## src/rtl/refill_pkg.sv

```systemverilog
package refill_pkg;
  typedef enum logic {RF_IDLE = 1'b0, RF_FILL = 1'b1} rf_state_e;

  function automatic logic [7:0] wrap_pos(input logic [7:0] base, input logic [7:0] step,
                                          input int unsigned ofs_w);
    logic [7:0] mask;
    mask = 8'((1 << ofs_w) - 1);
    return (base + step) & mask;
  endfunction
endpackage

```

## src/rtl/refill_req_seq.sv

```systemverilog
module refill_req_seq #(
  parameter int WORDS = 4,
  localparam int OFS_W = $clog2(WORDS),
  localparam int CNT_W = OFS_W + 1
) (
  input  logic             clk,
  input  logic             rst_n,
  input  logic             start,
  input  logic             active,
  input  logic [OFS_W-1:0] crit,
  input  logic             ready,
  output logic             valid,
  output logic [OFS_W-1:0] word
);
  logic [CNT_W-1:0] sent_q;

  assign valid = active && (sent_q < CNT_W'(WORDS));
  assign word  = crit + sent_q[OFS_W-1:0];

  always_ff @(posedge clk or negedge rst_n) begin
    if (!rst_n)              sent_q <= '0;
    else if (start)          sent_q <= '0;
    else if (valid && ready) sent_q <= sent_q + 1'b1;
  end

  assert_req_stable_R10: assert property (@(posedge clk) disable iff (!rst_n)
    (valid && !ready) |=> (valid && $stable(word)));
  assert_req_idle_R1: assert property (@(posedge clk) disable iff (!rst_n)
    !active |-> !valid);
endmodule

```

## src/rtl/refill_rsp_track.sv

```systemverilog
module refill_rsp_track #(
  parameter int WORD_W = 32,
  parameter int WORDS  = 4,
  localparam int OFS_W = $clog2(WORDS),
  localparam int CNT_W = OFS_W + 1
) (
  input  logic              clk,
  input  logic              rst_n,
  input  logic              start,
  input  logic              active,
  input  logic [OFS_W-1:0]  crit,
  input  logic              rsp_valid,
  input  logic [WORD_W-1:0] rsp_data,
  output logic              we,
  output logic [OFS_W-1:0]  word,
  output logic [WORD_W-1:0] wdata,
  output logic              first,
  output logic              last,
  output logic [WORDS-1:0]  arrived
);
  logic [CNT_W-1:0] got_q;
  logic [WORDS-1:0] arrived_q;

  assign we      = active && rsp_valid && (got_q < CNT_W'(WORDS));
  assign word    = crit + got_q[OFS_W-1:0];
  assign wdata   = rsp_data;
  assign first   = we && (got_q == '0);
  assign last    = we && (got_q == CNT_W'(WORDS - 1));
  assign arrived = arrived_q;

  always_ff @(posedge clk or negedge rst_n) begin
    if (!rst_n) begin
      got_q     <= '0;
      arrived_q <= '0;
    end else if (start) begin
      got_q     <= '0;
      arrived_q <= '0;
    end else if (we) begin
      got_q           <= got_q + 1'b1;
      arrived_q[word] <= 1'b1;
    end
  end

  assert_first_is_crit_R5: assert property (@(posedge clk) disable iff (!rst_n)
    first |-> (we && word == crit));
  assert_no_rewrite_R4: assert property (@(posedge clk) disable iff (!rst_n)
    we |-> !arrived_q[word]);
endmodule

```

## src/rtl/refill_probe_guard.sv

```systemverilog
module refill_probe_guard #(
  parameter int LID_W = 28,
  parameter int WORDS = 4,
  localparam int OFS_W = $clog2(WORDS)
) (
  input  logic             busy,
  input  logic [LID_W-1:0] fill_line,
  input  logic [WORDS-1:0] arrived,
  input  logic             probe_valid,
  input  logic [LID_W-1:0] probe_line,
  input  logic [OFS_W-1:0] probe_word,
  output logic             stall
);
  logic same_line;
  assign same_line = (probe_line == fill_line);
  assign stall     = probe_valid && busy && same_line && !arrived[probe_word];
endmodule

```

## src/rtl/refill_engine.sv

```systemverilog
module refill_engine #(
  parameter int ADDR_W = 32,
  parameter int WORD_W = 32,
  parameter int IDX_W  = 8,
  parameter int WORDS  = 4,
  localparam int OFS_W  = $clog2(WORDS),
  localparam int BYTE_W = $clog2(WORD_W / 8),
  localparam int TAG_W  = ADDR_W - IDX_W - OFS_W - BYTE_W,
  localparam int LID_W  = TAG_W + IDX_W
) (
  input  logic              clk,
  input  logic              rst_n,
  input  logic              miss_start,
  input  logic [ADDR_W-1:0] miss_addr,
  output logic              miss_hold,
  output logic              tag_we,
  output logic [IDX_W-1:0]  tag_line,
  output logic [TAG_W-1:0]  tag_value,
  output logic              mreq_valid,
  input  logic              mreq_ready,
  output logic [ADDR_W-1:0] mreq_addr,
  input  logic              mrsp_valid,
  input  logic [WORD_W-1:0] mrsp_data,
  output logic              arr_we,
  output logic [IDX_W-1:0]  arr_line,
  output logic [OFS_W-1:0]  arr_word,
  output logic [WORD_W-1:0] arr_wdata,
  output logic              crit_valid,
  output logic [WORD_W-1:0] crit_data,
  output logic              refill_done,
  output logic              line_valid_set,
  input  logic              cpu_probe_valid,
  input  logic [ADDR_W-1:0] cpu_probe_addr,
  output logic              cpu_probe_stall
);
  import refill_pkg::*;

  rf_state_e        state_q;
  logic             busy, accept, last_wr;
  logic [LID_W-1:0] line_q;
  logic [OFS_W-1:0] crit_q, req_word;
  logic [WORDS-1:0] arrived;

  assign busy   = (state_q == RF_FILL);
  assign accept = miss_start && !busy;

  always_ff @(posedge clk or negedge rst_n) begin
    if (!rst_n) begin
      state_q <= RF_IDLE;
      line_q  <= '0;
      crit_q  <= '0;
    end else if (accept) begin
      state_q <= RF_FILL;
      line_q  <= miss_addr[ADDR_W-1 -: LID_W];
      crit_q  <= miss_addr[BYTE_W +: OFS_W];
    end else if (last_wr) begin
      state_q <= RF_IDLE;
    end
  end

  assign miss_hold = busy;
  assign tag_we    = accept;
  assign tag_line  = miss_addr[BYTE_W + OFS_W +: IDX_W];
  assign tag_value = miss_addr[ADDR_W-1 -: TAG_W];

  refill_req_seq #(.WORDS(WORDS)) u_req (
    .clk(clk), .rst_n(rst_n), .start(accept), .active(busy), .crit(crit_q),
    .ready(mreq_ready), .valid(mreq_valid), .word(req_word)
  );
  assign mreq_addr = {line_q, req_word, {BYTE_W{1'b0}}};

  refill_rsp_track #(.WORD_W(WORD_W), .WORDS(WORDS)) u_rsp (
    .clk(clk), .rst_n(rst_n), .start(accept), .active(busy), .crit(crit_q),
    .rsp_valid(mrsp_valid), .rsp_data(mrsp_data), .we(arr_we), .word(arr_word),
    .wdata(arr_wdata), .first(crit_valid), .last(last_wr), .arrived(arrived)
  );
  assign arr_line       = line_q[IDX_W-1:0];
  assign crit_data      = mrsp_data;
  assign refill_done    = last_wr;
  assign line_valid_set = last_wr;

  refill_probe_guard #(.LID_W(LID_W), .WORDS(WORDS)) u_guard (
    .busy(busy), .fill_line(line_q), .arrived(arrived), .probe_valid(cpu_probe_valid),
    .probe_line(cpu_probe_addr[ADDR_W-1 -: LID_W]),
    .probe_word(cpu_probe_addr[BYTE_W +: OFS_W]), .stall(cpu_probe_stall)
  );

  assert_done_frees_R6: assert property (@(posedge clk) disable iff (!rst_n)
    refill_done |=> !miss_hold);
  assert_accept_holds_R2: assert property (@(posedge clk) disable iff (!rst_n)
    tag_we |=> miss_hold);
  assert_busy_no_tag_R8: assert property (@(posedge clk) disable iff (!rst_n)
    miss_hold |-> !tag_we);
  assert_stall_only_busy_R9: assert property (@(posedge clk) disable iff (!rst_n)
    cpu_probe_stall |-> miss_hold);
  assert_idle_quiet_R1: assert property (@(posedge clk) disable iff (!rst_n)
    !miss_hold |-> (!arr_we && !crit_valid && !refill_done));
endmodule

```

## config.mk

```make
export PLATFORM = sky130hd
export DESIGN_NAME = refill_engine
export DESIGN_NICKNAME = d
export VERILOG_FILES = /design/src/rtl/refill_pkg.sv /design/src/rtl/refill_req_seq.sv /design/src/rtl/refill_rsp_track.sv /design/src/rtl/refill_probe_guard.sv /design/src/rtl/refill_engine.sv
export SDC_FILE = /design/constraint.sdc
export NUM_CORES = 1
export LEC_CHECK = 0
export ABC_AREA = 1
export BUFFER_PORTS_ARGS = -buffer_cell sky130_fd_sc_hd__buf_2
export CORE_MARGIN = 5
export CORE_UTILIZATION = 25
export CTS_CLUSTER_DIAMETER = 200
export DETAILED_ROUTE_END_ITERATION = 8
export GPL_ROUTABILITY_DRIVEN = 0
export HOLD_SLACK_MARGIN = 0.1
export SYNTH_ARGS = -nofsm -noshare
export SYNTH_HDL_FRONTEND = slang
export SYNTH_HIERARCHICAL = 1
export SYNTH_SLANG_ARGS = --single-unit
```

## constraint.sdc

```tcl
create_clock -name clk -period 2.4 [get_ports clk]
set_clock_uncertainty 0.15 [all_clocks]
set_input_delay 0.12 -clock clk [delete_from_list [all_inputs] [get_ports clk]]
set_output_delay 0.12 -clock clk [all_outputs]
set_load 0.03 [all_outputs]
```

; ---- Word level (Yosys, flattened, before mapping)
; Cells that the tools add are included.
[word_totals]
reg_bits = 41
latch_bits = 0
ram_bits = 0
mem_bits_ro = 0
in_bits = 102
output_inout_bits = 142
wordCells = 47
n_memories = 0
[op_classes]
add_sub_neg = 4
n_mul = 0
div_mod_pow = 0
magnitude_cmp = 5
n_eq_ne = 2
shift = 0
muxes = 12
bitwise = 1
n_reduce_logical = 17
[ops]
columns = cell, n
row1 = $eq 28x28->1, 1
row2 = $mux 3, 4
row3 = $logic_and 1x1->1, 11
row4 = $mux 4, 2
row5 = $add 3x1->3 const B, 2
row6 = $lt 2x3->1 const B, 2
row7 = $lt 3x3->1 const B, 2
row8 = $reduce_bool 2->1, 3
row9 = $add 2x2->2, 2
row10 = $mux 1, 4
row11 = $or 4x4->4, 1
row12 = $eq 3x2->1 const B, 1
row13 = $logic_not 3->1, 1
row14 = $bmux 1 s2, 1
row15 = $demux 1 s2, 1
row16 = $ge 2x1->1 const B, 1
row17 = $logic_not 1->1, 2

; ---- Depth between registers and ports, before layout
; Gate-level depths: netlist of the first run.
[depth]
ltp_word = 8
depth_mapped = 8
mapped_depth_nobuf = 8

; ---- By module
; Netlist of the first run, hierarchy kept.
[modules_own_cells]
columns = mod, instances, cells_each, area_each_um2, seq_area_each_um2
row1 = refill_engine, 1, 206, 1751.7, 775.7
row2 = refill_rsp_track, 1, 87, 661.9, 175.2
row3 = refill_probe_guard, 1, 128, 540.5, 0.0
row4 = refill_req_seq, 1, 25, 205.2, 75.1

; ---- Worst setup path before layout of the first run
; Ideal clock, no wire load.
[synth_timing]
kind = flip-flop to flip-flop
startpoint = register state_q (netlist: miss_hold)
endpoint = register u_rsp.arrived_q[3] (netlist: u_rsp/arrived[3])
setup_ns = 0.082
arrival_ns = 1.696
required_ns = 2.168
slack_ns = 0.473
path_stages_with_launch = 9
n_path_buf = 1
period_less_slack_ns = 1.927
path_cell_list = dfrtp_1 > inv_1 > nand2_2 > buf_2 > inv_1 > inv_2 > a21boi_2 > nand2_1 > a21oi_1
[synth_via]
elab_chain_len = 3
elab_cells_between_ends = 6
cone_classes = 1 x mux / 5 x reduce/logical
[synth_lines]
columns = element, line
row1 = from (decl), refill_engine.sv:38  ; rf_state_e state_q;
row2 = from (signal assigned), refill_engine.sv:49  ; state_q <= RF_IDLE;
row3 = from (signal assigned), refill_engine.sv:53  ; state_q <= RF_FILL;
row4 = from (signal assigned), refill_engine.sv:57  ; state_q <= RF_IDLE;
row5 = $logic_not 1->1 *, refill_engine.sv:45  ; assign accept = miss_start && !busy;
row6 = $logic_and 1x1->1 *, refill_engine.sv:45
row7 = named net tag_we, refill_engine.sv:16  ; output logic tag_we,
row8 = $mux 4 or $reduce_bool 2->1 (tied branches), -
row9 = to (signal assigned), refill_rsp_track.sv:34  ; arrived_q <= '0;
row10 = to (signal assigned), refill_rsp_track.sv:37  ; arrived_q <= '0;
row11 = "to (signal, indexed assignment)", refill_rsp_track.sv:40  ; arrived_q[word] <= 1'b1;
row12 = to (decl), refill_rsp_track.sv:22  ; logic [WORDS-1:0] arrived_q;
; Mark *: on every way through the listed nets, which the timed path passes. The rest lies on a longest branch.
; A chain may end at the register's enable or synchronous reset.

; ---- Worst setup path after layout of the first run
[layout_timing]
startpoint = register state_q (netlist: miss_hold)
endpoint = output cpu_probe_stall
[layout_via]
elab_chain_len = 3
[layout_lines]
columns = element, line
row1 = $logic_and 1x1->1 (3 in series), refill_probe_guard.sv:16  ; assign stall = probe_valid && busy && same_line && !arrived[probe_word];
row2 = to (decl), refill_engine.sv:34  ; output logic cpu_probe_stall
; Every way passes these cells.

==> flow_metrics.tcl, run 1 <==
set metrics [dict create \
    fillerInstances 1390 \
    yosysUniqueCellTypes 22 \
    postPlaceCellArea_mm2 0.00330 \
    cts_tree "done" \
    grt_max_degree 32 \
    p_leak_uw 0.00235 \
    wire_per_inst_um 13.2 \
    ant_nets 0 \
    die_h_um 122 \
    min_path_type "input port to flop" \
    cap_violations 0 \
    grt_pass1_vias 2891 \
    cts_max_level 2 \
    power_density_mw_per_mm2 433 \
    cp_max_fo 7 \
    worstPathRequired_ns 2.13 \
    place_hpwl_mm 6.97 \
    die_w_um 122 \
    finalCriticalPeriod_ns 1.89 \
    fin_util_pct 32.6 \
    holdWs_ns 0.148 \
    relSlewSlack_pct 56.9 \
    most-common-layout-cells "141 x buf_2, 130 x nand2_1, 64 x dlygate4sd3_1" \
    fin_nets 659 \
    area_delta_synth_final_pct 29.0 \
    drt-initial-drc-count 82 \
    coreArea_mm2 0.0125 \
    die-area_mm2 0.0150 \
    synth_cells 446 \
    critPathLaunchType "flop" \
    rsz0062_at_grt "false" \
    reg2reg_slack_ns 0.79 \
    grt_usage_pct 12.2 \
    grt_pass1_wl_mm 14.3 \
    cp_slowest_stage_delay_ns 0.49 \
    status "complete, no violations" \
    clk_latency_ns 0.28 \
    avgSynthCellArea_um2 7.08 \
    crit_arrival_ns 1.62 \
    cp-end-kind "output port" \
    num_vias 2885 \
    viasPerCell 3.98 \
    synth_sequential_area_ratio_pct 32.5 \
    io_buffer_count 141 \
    setup_ws_ns 0.511 \
    rows 41 \
    synth_top_area_cell "dfrtp_1" \
    synth_warnings 6 \
    cp_slowest_cell "dfrtp_1" \
    start_util_pct 25.2 \
    drc 0 \
    place_ws_ns 0.778 \
    clkSlewWorstSetupHoldPaths_ns 0.06 \
    max_freq_mhz 530 \
    cts_buffer_depth 2 \
    dr.pass1.iters 4 \
    final_cell_area_mm2 0.00408 \
    syn_area_mm2 0.00316 \
    finalHoldViolCount 0 \
    setup_viol 0 \
    path_cells "nand2_1 -> nor2_1 -> nand2_1 -> nor3_1 -> nand3_1 -> nor2_1 -> buf_2" \
    io_pins 244 \
    setup_tns_ns 0 \
    mostFrequentLayoutCell "buf_2" \
    fin_crit_sh_pct 78.7 \
    ys_top_cells_by_area "dfrtp_1 32%, buf_4 24%, nand2_1 15%" \
    drive_gt1_share_pct 29.7 \
    cts_root_buf "clkbuf_16" \
    diodes 0 \
    peakVddDrop_mv 0.244 \
    routed_wl_mm 9.57 \
    antenna_found_initial 1 \
    ys_ff_latch 41 \
    critPathKind "flop to output port" \
    gr-total-overflow 0 \
    finalMaxSlewViolations 0 \
    yosysTopAreaCellShare_pct 32.5 \
    cts_buffers 5 \
    worstMarginPinSlew_ns 0.645 \
    clkSinkCount 41 \
]
==> path summary, 6_finish.rpt <==
| path | from | end | depth (start not counted) |
|---|---|---|---|
| min reg2reg | line_q[21]$_DFFE_PN0P_ | line_q[21]$_DFFE_PN0P_ | 2 |
| max in group asynchronous | rst_n | line_q[23]$_DFFE_PN0P_ | 3 |
| max reg2reg | miss_hold$_DFFE_PN0P_ | u_rsp/arrived[1]$_DFFE_PN0P_ | 7 |
| max | miss_hold$_DFFE_PN0P_ | cpu_probe_stall | 7 |
| min in group asynchronous | rst_n | line_q[27]$_DFFE_PN0P_ | 2 |
| min | mrsp_valid | u_rsp/arrived[0]$_DFFE_PN0P_ | 5 |
==> per-layer routing <==
metal / vias to the layer above / track usage [%] / part of all wire [%]
li1: 1466 / - / -
met4: 2 / 2.45 / 0.70
met3: 8 / 3.13 / 8.0
met2: 161 / 22.4 / 51
met5: - / 0 / 0.14
met1: 1248 / 14.4 / 40
==> synth_stat cells <==
| master | count |
|---|---|
| a21boi_2 | 1 |
| buf_2 | 9 |
| nor2_2 | 1 |
| nor2_1 | 24 |
| nand2_2 | 3 |
| inv_1 | 48 |
| nand4_1 | 3 |
| o21ai_0 | 5 |
| nor2_4 | 1 |
| nor3_1 | 2 |
| conb_1 | 1 |
| inv_2 | 5 |
| xor2_1 | 4 |
| a21oi_1 | 7 |
| dfrtp_1 | 41 |
| ha_1 | 6 |
| o21ai_1 | 6 |
| nand2_1 | 130 |
| nand3_1 | 39 |
| xnor2_1 | 6 |
| nand3_2 | 1 |
| buf_4 | 103 |
==> cells by family after synthesis <==
logic type / count (synthesis) / share of synthesized area (%)
AO/OA/AOI/OAI: 19 / 3.21
XOR/XNOR: 10 / 2.77
adder cells (fa/ha/maj): 6 / 2.38
buffers and inverters: 165 / 32.2
flip-flops: 41 / 32.5
other: 1 / 0.119
AND/OR/NAND/NOR: 204 / 26.9
==> critical path, delay by kind of cell (launching register included) <==
family	cells	cell delay (ns)
simple gates	6	0.63
buf+inv	1	0.21
flops	1	0.49
==> through the flow <==
step,instances,total power [µW]
global route,724,1840
CTS,724,1790
global placement,652,917
finish,724,1760
detailed placement,652,918
floorplan,447,1040
==> sequential cells by signal, summed over array words and instances (netlist names) <==
| name | flops |
|---|---|
| crit_q | 2 |
| line_q | 28 |
| miss_hold | 1 |
| u_req/sent_q | 3 |
| u_rsp/arrived | 4 |
| u_rsp/got_q | 3 |
==> where the power goes <==
group / leakage, µW / switching (µW) / internal (µW) / total, µW
logic: 0.00175 / 278 / 143 / 421
clock network: 0.0000706 / 269 / 382 / 651
registers: 0.000526 / 0 / 691 / 691
total: 0.00235 / 547 / 1220 / 1760
==> cell type report <==
| type | instances | area (µm²) | area share [%] |
|---|---|---|---|
| Timing Repair Buffer | 209 | 1380 | 33.8 |
| Clock buffer | 6 | 129 | 3.16 |
| Sequential cell | 41 | 1030 | 25.2 |
| Multi-Input combinational cell | 241 | 1120 | 27.5 |
| Tap cell | 172 | 215 | 5.28 |
| Clock inverter | 2 | 10.0 | 0.246 |
| Inverter | 53 | 199 | 4.88 |
==> what timing repair did <==
action	4_1_cts	5_1_grt
hold endpoints to repair	116	0
gates resized for setup	0	0
buffers inserted	0	0
hold buffers	64	0
Note: power is estimated with default switching activity, not from simulation.
==> run 2: changes to the inputs <==
Clock period 2.4 ns to 1.53 ns, I/O delays scaled along.
==> flow_metrics.tcl, run 2 (same netlist as run 1, synthesis figures left out) <==
set metrics [dict create \
    place_ws_ns -0.0917 \
    die_h_um 122 \
    fillerInstances 1325 \
    cp_slowest_cell "dfrtp_1" \
    max_freq_mhz 582 \
    cts_buffer_depth 2 \
    cts_buffers 5 \
    drc 0 \
    cp_slowest_stage_delay_ns 0.39 \
    finalHoldViolCount 0 \
    rows 41 \
    crit_arrival_ns 1.49 \
    finalMaxSlewViolations 0 \
    worstMarginPinSlew_ns 0.665 \
    clkSinkCount 41 \
    drt-initial-drc-count 97 \
    grt_pass1_wl_mm 15.2 \
    io_buffer_count 141 \
    cts_max_level 2 \
    die-area_mm2 0.0150 \
    cts_tree "done" \
    antenna_found_initial 2 \
    cp_num_cells 8 \
    mostFrequentLayoutCell "buf_2" \
    die_w_um 122 \
    worstPathRequired_ns 1.30 \
    num_vias 3009 \
    crit_buf_inv 1 \
    relSlewSlack_pct 55.6 \
    peakVddDrop_mv 0.459 \
    io_pins 244 \
    grt_pass1_vias 3011 \
    cp-end-kind "output port" \
    p_leak_uw 0.00252 \
    critPathLaunchType "flop" \
    crit_top_cell "nand2_1" \
    grt_max_degree 32 \
    cts_root_buf "clkbuf_16" \
    viasPerCell 3.99 \
    finalCriticalPeriod_ns 1.72 \
    clkSlewWorstSetupHoldPaths_ns 0.06 \
    wire_per_inst_um 13.2 \
    grt_usage_pct 12.8 \
    status "finished, violations left" \
    fin_crit_sh_pct 112 \
    routed_wl_mm 9.99 \
    cap_violations 0 \
    ant_nets 0 \
    place_hpwl_mm 7.27 \
    gr-total-overflow 0 \
    power_density_mw_per_mm2 637 \
    rsz0062_at_grt "true" \
    min_path_type "input port to asynchronous set/reset pin" \
    fin_nets 690 \
    multi_input_area_mm2 0.00122 \
    violations "negative setup slack" \
    setup_ws_ns -0.187 \
    largest_register "line_q" \
    critPathKind "flop to output port" \
    dp_cells 667 \
    path_cells "nand2_1 -> nand2_1 -> nor2_1 -> nand2_1 -> nor2_2 -> nand3_2 -> nor2_2 -> buf_6" \
    coreArea_mm2 0.0125 \
    clk_latency_ns 0.28 \
    setup_viol 4 \
    most-common-layout-cells "134 x buf_2, 125 x nand2_1, 65 x dlygate4sd3_1" \
    setup_tns_ns -0.243 \
    area_delta_synth_final_pct 42.5 \
    start_util_pct 25.2 \
    regArea_mm2 0.00103 \
    fin_util_pct 36.0 \
    fin_cells 755 \
    rr_worst_depth 5 \
    cp_max_fo 3 \
    drive_gt1_share_pct 37.6 \
    crit_family "simple AND/OR/NAND/NOR gates" \
    diodes 0 \
    largest_reg_flops 28 \
    dr.pass1.iters 4 \
]
[run 2: cell count changes in the layout (fill, tap and decap cells not counted), moves of 5 or more]
| cell | previous run | this run |
|---|---|---|
| buf_2 | 141 | 134 |
| buf_6 | 0 | 7 |
| nand2_1 | 130 | 125 |
| buf_4 | 4 | 32 |
| inv_1 | 48 | 43 |
[run 2: path summary, 6_finish.rpt]
| kind | startpoint | endpoint | slack [ns] |
|---|---|---|---|
| worst max-delay path | line_q[9]$_DFFE_PN0P_ | cpu_probe_stall | -0.19 |
| worst min-delay path | rst_n | line_q[26]$_DFFE_PN0P_ | 0.05 |
| worst max register to register | u_rsp/got_q[0]$_DFFE_PN0P_ | u_rsp/arrived[1]$_DFFE_PN0P_ | 0.11 |
| worst min register to register | line_q[21]$_DFFE_PN0P_ | line_q[21]$_DFFE_PN0P_ | 0.35 |
| max in group asynchronous | rst_n | line_q[18]$_DFFE_PN0P_ | 0.65 |
| min in group clk | miss_start | u_req/sent_q[2]$_DFFE_PN0P_ | 0.11 |
[run 2: per-layer routing]
layer	track usage, %	part of all wire, %	wire (µm)
met5	0	0.21	21
met4	2.59	0.61	61
met3	3.18	8.1	806
met2	22.5	50	4990
met1	15.9	41	4110
[run 2: through the flow]
stage	cell area (µm²)	power [µW]	hold WS [ns]
final	4500	2870	0.0531
after detailed placement	3430	1440	-0.178
after CTS	4360	2920	0.100
after global routing	4500	3000	0.101
after global placement	3430	1440	-0.184
after floorplan	3180	1630	-0.369
[run 2: area by class of cell]
type / count / area share [%]
Clock buffer: 7 / 3.39
Clock inverter: 1 / 0.111
Inverter: 53 / 4.67
Multi-Input combinational cell: 241 / 27.1
Sequential cell: 41 / 22.9
Tap cell: 172 / 4.78
Timing Repair Buffer: 240 / 37.1
[run 2: power by group]
part | internal (µW) | leakage (µW) | switching [µW] | total, µW
Clock | 691 | 0.0000799 | 422 | 1110
Combinational | 230 | 0.00192 | 441 | 671
Sequential | 1080 | 0.000524 | 0 | 1080
Total | 2010 | 0.00252 | 863 | 2870
[run 2: repair_timing]
action / in CTS / in global routing
pin swaps: 5 / 15
hold buffers: 66 / 0
endpoints found under the setup margin: 6 / 9
setup buffers: 6 / 9
resized for setup: 18 / 24
hold endpoints to repair: 139 / 0
==> run 3: changes to the inputs <==
Settings changed: CELL_PAD_IN_SITES_DETAIL_PLACEMENT from default to 1, CELL_PAD_IN_SITES_GLOBAL_PLACEMENT from default to 1, CORE_UTILIZATION 25 to 24, PLACE_DENSITY_LB_ADDON from default to 0.1, REMOVE_ABC_BUFFERS from default to 1.
Clock period 1.53 ns to 1.4 ns, I/O delays scaled along.
==> flow_metrics.tcl, run 3 (same netlist as run 1, synthesis figures left out) <==
set metrics [dict create \
    holdWs_ns 0.0856 \
    die-area_mm2 0.0156 \
    drive_gt1_share_pct 42.6 \
    io_buffer_count 141 \
    violations "negative setup slack" \
    dr.pass1.iters 4 \
    start_util_pct 24.1 \
    largest_register "line_q" \
    crit_buf_inv 2 \
    status "finished, violations left" \
    routed_wl_mm 14.1 \
    path_cells "inv_1 -> nand2_1 -> o21ai_1 -> nor2_1 -> nand2_1 -> nor2_2 -> nand3_1 -> nor2_1 -> buf_4" \
    gr-total-overflow 0 \
    worstMarginPinSlew_ns 0.787 \
    grt_pass1_wl_mm 20.9 \
    clkSinkCount 41 \
    critPathKind "flop to output port" \
    num_vias 3284 \
    rr_worst_depth 10 \
    grt_usage_pct 17.4 \
    clk_latency_ns 0.29 \
    p_comb_share_pct 24.3 \
    diodes 0 \
    cts_tree "done" \
    place_hpwl_mm 9.57 \
    clkPwrFrac_pct 39.2 \
    area_delta_synth_final_pct 56.5 \
    cp_num_cells 9 \
    seq_power_share_pct 36.5 \
    power_density_mw_per_mm2 656 \
    cts_buffer_depth 2 \
    cts_max_level 2 \
    io_pins 244 \
    grt_max_degree 42 \
    die_h_um 125 \
    cp_slowest_stage_delay_ns 0.39 \
    relSlewSlack_pct 47.3 \
    fin_nets 717 \
    crit_arrival_ns 1.54 \
    largest_reg_flops 28 \
    p_sw_share_pct 32.4 \
    setup_ws_ns -0.360 \
    mostFrequentLayoutCell "buf_2" \
    rows 42 \
    cts_root_buf "clkbuf_16" \
    wire_per_inst_um 17.9 \
    min_path_type "input port to flop" \
    p_leak_uw 0.00272 \
    worstHoldPathCells 4 \
    viasPerCell 4.18 \
    switching_power_uw 1050 \
    multi_input_area_mm2 0.00129 \
    regArea_mm2 0.00103 \
    drc 0 \
    fin_crit_sh_pct 126 \
    fin_util_pct 37.8 \
    most-common-layout-cells "129 x buf_2, 124 x nand2_1, 65 x dlygate4sd3_1" \
    rsz0062_at_grt "true" \
    drt-initial-drc-count 105 \
    crit_family "simple AND/OR/NAND/NOR gates" \
    finalHoldViolCount 0 \
    cap_violations 0 \
    peakVddDrop_mv 0.292 \
    grt_pass1_vias 3500 \
    p_int_uw 2190 \
    critPathLaunchType "flop" \
    setup_viol 51 \
    coreArea_mm2 0.0131 \
    cp_slowest_cell "dfrtp_1" \
    die_w_um 125 \
    max_freq_mhz 568 \
    cp-end-kind "output port" \
    cp_max_fo 4 \
    fillerInstances 1600 \
    antenna_found_initial 0 \
    worstPathRequired_ns 1.18 \
    finalCriticalPeriod_ns 1.76 \
    cts_buffers 5 \
    finalMaxSlewViolations 0 \
    ant_nets 0 \
    clkSlewWorstSetupHoldPaths_ns 0.07 \
]
==> run 3: cell count changes in the layout (fill, tap and decap cells not counted), sizes merged <==
cell,delta
buf,+27
clkinv,+1
clkinvlp,-1
==> run 3: worst min-delay path, cell delays in order <==
cell	delay, ns
buf_2	0.11
nand3_4	0.14
nor2_4	0.06
o21ai_1	0.10
==> run 3: cell type report <==
| class | instances | area share, % |
|---|---|---|
| multi-input combinational | 241 | 26.0 |
| clock buffer | 7 | 3.09 |
| clock inverter | 1 | 0.101 |
| inverter | 53 | 4.58 |
| tap | 176 | 4.45 |
| timing repair buffer | 267 | 41.0 |
| sequential | 41 | 20.8 |
==> run 3: per-layer routing <==
metal | track usage [%] | up-vias | part of all wire [%]
met4 | 4.00 | 2 | 0.86
met5 | 2.61 | - | 0.37
met1 | 24.1 | 1568 | 47
met3 | 6.09 | 10 | 7.9
met2 | 25.6 | 126 | 44
li1 | - | 1578 | -
==> run 3: per-stage QoR <==
stage	instance area, µm²	std cells	total power [µW]	worst slack [ns]	setup TNS (ns)
floorplan	2340	335	1270	-1.19	-29.15
global placement	3580	690	1590	-0.228	-0.246
detailed placement	3580	690	1590	-0.234	-0.271
CTS	4630	771	3290	-0.376	-1.98
global route	4940	786	3390	-0.451	-9.62
finish	4940	786	3240	-0.360	-5.64
==> run 3: path summary, 6_finish.rpt <==
check | to | slack (ns) | from
min in group asynchronous | line_q[7]$_DFFE_PN0P_ | 0.15 | rst_n
worst min-delay path | miss_hold$_DFFE_PN0P_ | 0.09 | mrsp_valid
worst min register to register | line_q[22]$_DFFE_PN0P_ | 0.38 | line_q[22]$_DFFE_PN0P_
worst max register to register | u_rsp/arrived[1]$_DFFE_PN0P_ | -0.15 | miss_hold$_DFFE_PN0P_
worst max-delay path | cpu_probe_stall | -0.36 | line_q[5]$_DFFE_PN0P_
max in group asynchronous | crit_q[1]$_DFFE_PN0P_ | 0.71 | rst_n
==> run 3: power by group through the flow <==
stage               clock, µW  combinational, µW  sequential, µW
finish                   1270                789            1180
global route             1370                832            1180
CTS                      1330                776            1180
detailed placement          0                380            1210
global placement            0                379            1210
floorplan                   0               62.4            1210
==> run 3: timing repair <==
action	in CTS	in global routing
cloned	0	1
pin swaps	8	27
gates resized for setup	55	50
buffers inserted	8	15
hold buffers	65	0
setup endpoints to repair	11	22
hold endpoints to repair	138	0
